`src/rtl/npc_pkg.sv`:
```
package npc_pkg;
  localparam int OP_W = 6;

  localparam logic [OP_W-1:0] OPC_BEQ = 6'b000100;
  localparam logic [OP_W-1:0] OPC_BNE = 6'b000101;
  localparam logic [OP_W-1:0] OPC_JMP = 6'b000010;

  typedef enum logic [1:0] {
    FLOW_SEQ    = 2'd0,
    FLOW_BRANCH = 2'd1,
    FLOW_JUMP   = 2'd2
  } flow_e;
endpackage

```
`src/rtl/npc_decode.sv`:
```
module npc_decode
  import npc_pkg::*;
(
  input  logic [OP_W-1:0] opcode_i,
  input  logic            regs_equal_i,
  output flow_e           flow_o
);
  always_comb begin
    flow_o = FLOW_SEQ;
    unique case (opcode_i)
      OPC_BEQ: flow_o = regs_equal_i ? FLOW_BRANCH : FLOW_SEQ;
      OPC_BNE: flow_o = regs_equal_i ? FLOW_SEQ : FLOW_BRANCH;
      OPC_JMP: flow_o = FLOW_JUMP;
      default: flow_o = FLOW_SEQ;
    endcase
  end
endmodule

```
`src/rtl/npc_branch_target.sv`:
```
module npc_branch_target #(
  parameter int XLEN  = 32,
  parameter int IMM_W = 16,
  parameter int ALIGN = 2
) (
  input  logic [XLEN-1:0]  pc_i,
  input  logic [IMM_W-1:0] imm_i,
  input  logic             sim_mode_i,
  output logic [XLEN-1:0]  target_o
);
  localparam int EXT_W = XLEN - IMM_W - ALIGN;
  localparam logic [XLEN-1:0] STEP = XLEN'(1 << ALIGN);

  logic [XLEN-1:0] disp;
  logic [XLEN-1:0] base;

  assign disp     = {{EXT_W{imm_i[IMM_W-1]}}, imm_i, {ALIGN{1'b0}}};
  assign base     = sim_mode_i ? pc_i : pc_i + STEP;
  assign target_o = base + disp;
endmodule

```
`src/rtl/npc_jump_target.sv`:
```
module npc_jump_target #(
  parameter int XLEN   = 32,
  parameter int JIDX_W = 26,
  parameter int ALIGN  = 2
) (
  input  logic [XLEN-JIDX_W-ALIGN-1:0] region_i,
  input  logic [JIDX_W-1:0]            index_i,
  output logic [XLEN-1:0]              target_o
);
  assign target_o = {region_i, index_i, {ALIGN{1'b0}}};
endmodule

```
`src/rtl/npc_select.sv`:
```
module npc_select
  import npc_pkg::*;
#(
  parameter int XLEN  = 32,
  parameter int ALIGN = 2
) (
  input  flow_e           flow_i,
  input  logic [XLEN-1:0] pc_i,
  input  logic [XLEN-1:0] branch_target_i,
  input  logic [XLEN-1:0] jump_target_i,
  output logic [XLEN-1:0] next_pc_o
);
  localparam logic [XLEN-1:0] STEP = XLEN'(1 << ALIGN);

  always_comb begin
    unique case (flow_i)
      FLOW_BRANCH: next_pc_o = branch_target_i;
      FLOW_JUMP:   next_pc_o = jump_target_i;
      default:     next_pc_o = pc_i + STEP;
    endcase
  end
endmodule

```
`src/rtl/next_pc_unit.sv`:
```
module next_pc_unit
  import npc_pkg::*;
#(
  parameter int XLEN   = 32,
  parameter int IMM_W  = 16,
  parameter int JIDX_W = 26,
  parameter int ALIGN  = 2
) (
  input  logic [XLEN-1:0] pc_i,
  input  logic [XLEN-1:0] instr_i,
  input  logic            regs_equal_i,
  input  logic            sim_mode_i,
  output logic [XLEN-1:0] next_pc_o
);
  localparam int REGION_W = XLEN - JIDX_W - ALIGN;

  flow_e           flow;
  logic [XLEN-1:0] br_target;
  logic [XLEN-1:0] jmp_target;

  npc_decode u_decode (
    .opcode_i     (instr_i[XLEN-1 -: OP_W]),
    .regs_equal_i (regs_equal_i),
    .flow_o       (flow)
  );

  npc_branch_target #(.XLEN(XLEN), .IMM_W(IMM_W), .ALIGN(ALIGN)) u_branch (
    .pc_i       (pc_i),
    .imm_i      (instr_i[IMM_W-1:0]),
    .sim_mode_i (sim_mode_i),
    .target_o   (br_target)
  );

  npc_jump_target #(.XLEN(XLEN), .JIDX_W(JIDX_W), .ALIGN(ALIGN)) u_jump (
    .region_i (pc_i[XLEN-1 -: REGION_W]),
    .index_i  (instr_i[JIDX_W-1:0]),
    .target_o (jmp_target)
  );

  npc_select #(.XLEN(XLEN), .ALIGN(ALIGN)) u_select (
    .flow_i          (flow),
    .pc_i            (pc_i),
    .branch_target_i (br_target),
    .jump_target_i   (jmp_target),
    .next_pc_o       (next_pc_o)
  );
endmodule

```
`config.mk`:
```
export PLATFORM = sky130hd
export DESIGN_NAME = next_pc_unit
export DESIGN_NICKNAME = d
export VERILOG_FILES = /design/src/rtl/npc_pkg.sv /design/src/rtl/npc_decode.sv /design/src/rtl/npc_branch_target.sv /design/src/rtl/npc_jump_target.sv /design/src/rtl/npc_select.sv /design/src/rtl/next_pc_unit.sv
export SDC_FILE = /design/constraint.sdc
export NUM_CORES = 1
export LEC_CHECK = 0
export ABC_CLOCK_PERIOD_IN_PS = 11110
export BUFFER_PORTS_ARGS = -buffer_cell sky130_fd_sc_hd__buf_2
export CAP_MARGIN = 10
export CELL_PAD_IN_SITES_DETAIL_PLACEMENT = 1
export CELL_PAD_IN_SITES_GLOBAL_PLACEMENT = 2
export CORE_ASPECT_RATIO = 0.8
export CORE_MARGIN = 3
export CORE_UTILIZATION = 32
export DETAILED_ROUTE_END_ITERATION = 16
export GPL_TIMING_DRIVEN = 0
export PLACE_DENSITY = 0.95
export SYNTH_ARGS = -nofsm -noshare
export SYNTH_HDL_FRONTEND = slang
export SYNTH_SLANG_ARGS = --single-unit
```
`constraint.sdc`:
```
create_clock -name vclk -period 11.11
set_clock_uncertainty 0.05 [all_clocks]
set_input_delay 2.222 -clock vclk [all_inputs]
set_output_delay 2.222 -clock vclk [all_outputs]
set_load 0.005 [all_outputs]
```
==> impl_metrics.yaml <==
run_status:
  status: "finished, final reports clean"
cells_and_area:
  fill_cells: 1326
  layout_commonest_cell: "buf_2"
  layout_common_cells: "95 x buf_2, 46 x xor2_1, 41 x nand2_1, 41 x nor2_1, 38 x ha_1"
  area_growth_syn_to_layout_pct: 18.66
  drive_above_1_share_pct: 19.86
  final_cells: 720
  nets: 691
  n_antenna_cell: 0
  fin_area_um2: 4010
  nClkBuffers: 0
  seq_cells: 0
  regArea_um2: 0
pwr:
  p_seq_share_pct: 0
  finalPower_mw: 0.1810
  peakVddDrop_uv: 17.29
  p_sw_share_pct: 61.08
  p_leak_nw: 1.783
  intPower_mw: 0.07046
  power_density_nw_per_um2: 45.15
  power_frac_comb_pct: 100.0
  pwr-share-clk_pct: 0
  power.switching_mw: 0.1106
placed_design:
  gp_congestion: 0.9377
  io_buffers: 92
  postPlaceCellArea_um2: 4010
  dpl.hpwl_mm: 12.19
  place_inst: 720
worst_setup_path:
  critPathCaptureType: "output pin"
  cp_max_fo: 6
  cpPeakStageDelay_ns: 0.72
  worstPathRequired_ns: 8.84
  crit_slowest_cell: "nor3_1"
  critPathLaunchType: "input port"
  path_depth: 15
  path_delay_family: "simple AND/OR/NAND/NOR gates"
  arrival_ns: 6.31
  path_cells: "buf_2, nand3_2, nor3_1, nand3_1, nor3_1, xor2_1, ha_1, a21oi_1, o211ai_1, a41oi_2, nand2_1, o311ai_1, mux2i_1, nand3_1, buf_2"
  path_buf_inv: 2
  path_class: "input port to output pin"
route:
  routedWlPerCell_um: 19.89
  remaining_drc_errors: 0
  wirelength_mm: 14.32
  drt_iter0_drc: 269
  vias: 4218
  ant_nets: 0
  firstDrtPassIters: 5
  vias_per_cell: 5.858
global_route:
  grt_pass1_wl_mm: 22.83
  grt_max_degree: 20
  grt_antenna_before_repair: 0
  overflow: 0
  grt_pass1_vias: 4218
  grt_usage_pct: 23.59
clock_network:
  cts_setup_buffers: 0
  cts_resized: 0
  cts_hold_buf: 0
synthesis:
  synth_xor_area_share_pct: 19.96
  synth_compound_area_share_pct: 32.58
  synth_warnings: 0
  synth_top_family_by_area: "compound AO/OA/AOI/OAI gates"
  synth_fa_ha_area_share_pct: 14.66
  yosysTopAreaCellShare_pct: 14.07
  ys_top_cells_by_area: "ha_1 14%, xor2_1 12%, xnor2_1 8.0%, a21oi_1 5.3%, nand2_1 4.6%"
  yosys.area_share.simple_pct: 26.77
  synth.distinct_cells: 66
  synth_area_per_cell_um2: 6.869
  synthCells: 492
  muxShareOfSynthArea_pct: 1.259
  synth_seq_area_share_pct: 0
  syn-num-nets: 597
  synth_area_um2: 3379
  synth_area_leader_cell: "ha_1"
timing:
  rsz0062_at_grt: "false"
  worst_pin_slew_ns: 0.8416
  final_hold_viol_count: 0
  fin_crit_sh_pct: 77.27
  finalSetupViolations: 0
  finalMaxSlewViolations: 0
  max-slew-margin-rel_pct: 43.46
  fin_crit_ns: 8.585
  fmax_mhz: 116.5
  fin_tns_setup_ns: 0
worst_hold_path:
  hp-class: "input port to output pin"
  hold_path_depth: 3
  hold_path_end: "next_pc_o[0]"
  min_from: "pc_i[0]"
floorplanning:
  core_um2: 9970
  initial_core_util_pct: 33.90
  fp.dieW_um: 120.9
  ios: 98
  dieArea_um2: 11840
  fp.dieH_um: 97.92
  row_count: 32
job:
  drv_cap: 0
## synth_stat cells (3+ instances only)
cell	n
a211oi_1	5
a21o_1	10
a21oi_1	36
a21oi_2	3
a221oi_1	12
a22oi_1	15
and3_1	8
buf_2	3
clkbuf_1	23
ha_1	38
inv_1	11
nand2_1	41
nand2b_1	9
nand3_1	18
nand4_1	23
nor2_1	41
nor3_1	15
o211ai_1	4
o21a_1	3
o21ai_0	26
o21bai_1	8
or3_1	4
xnor2_1	31
xor2_1	46
## layer usage
layer | share of wire (%) | up-vias | track usage, % | wire [um]
met3 | 7.7 | 4 | 3.648 | 1105
met1 | 48 | 2041 | 35.96 | 6805
met4 | 0.22 | 0 | 1.307 | 31
met2 | 45 | 139 | 36.42 | 6379
met5 | 0 | - | 0 | 0
li1 | - | 2034 | - | -
## metrics by stage
step           setup WS (ns)  hold WS [ns]  utilization [%]
6_report               2.525         4.663            40.22
5_1_grt                2.122         4.696            40.22
4_1_cts                2.623         4.666            40.22
3_5_place_dp           2.637         4.664            40.22
3_3_place_gp           2.686         4.664            40.22
2_1_floorplan          3.669         4.445                -
## area by class of cell
type	count	area [um^2]	share of cell area [%]
timing repair buffer	92	460.4	11.48
inverter	11	41.29	1.030
tap	136	170.2	4.243
buffer	29	120.1	2.995
multi-input combinational	452	3218	80.25
## power groups by stage
stage / clock network (mW) / registers, mW / logic (mW)
6_report: 0 / 0 / 0.181
3_5_place_dp: 0 / 0 / 0.176
4_1_cts: 0 / 0 / 0.178
2_1_floorplan: 0 / 0 / 0.114
3_3_place_gp: 0 / 0 / 0.171
5_1_grt: 0 / 0 / 0.198
## logic make-up (layout without fill, tap and decap cells)
kind of cell	count (synthesis)	after routing
buffers and inverters	40	132
XOR/XNOR	77	77
adder cells (fa/ha/maj)	39	39
AO/OA/AOI/OAI	154	154
multiplexers	4	4
AND/OR/NAND/NOR	178	178
## how the worst max path moves through the flow
stage / start / to / slack [ns]
final: pc_i[4] / next_pc_o[24] / 2.53
after global routing: pc_i[4] / next_pc_o[24] / 2.12
after CTS: pc_i[4] / next_pc_o[24] / 2.62
after detailed placement: pc_i[4] / next_pc_o[24] / 2.64
after global placement: pc_i[4] / next_pc_o[24] / 2.69
after floorplan: pc_i[12] / next_pc_o[28] / 3.67
No activity file was read; power rests on OpenSTA's default activity.
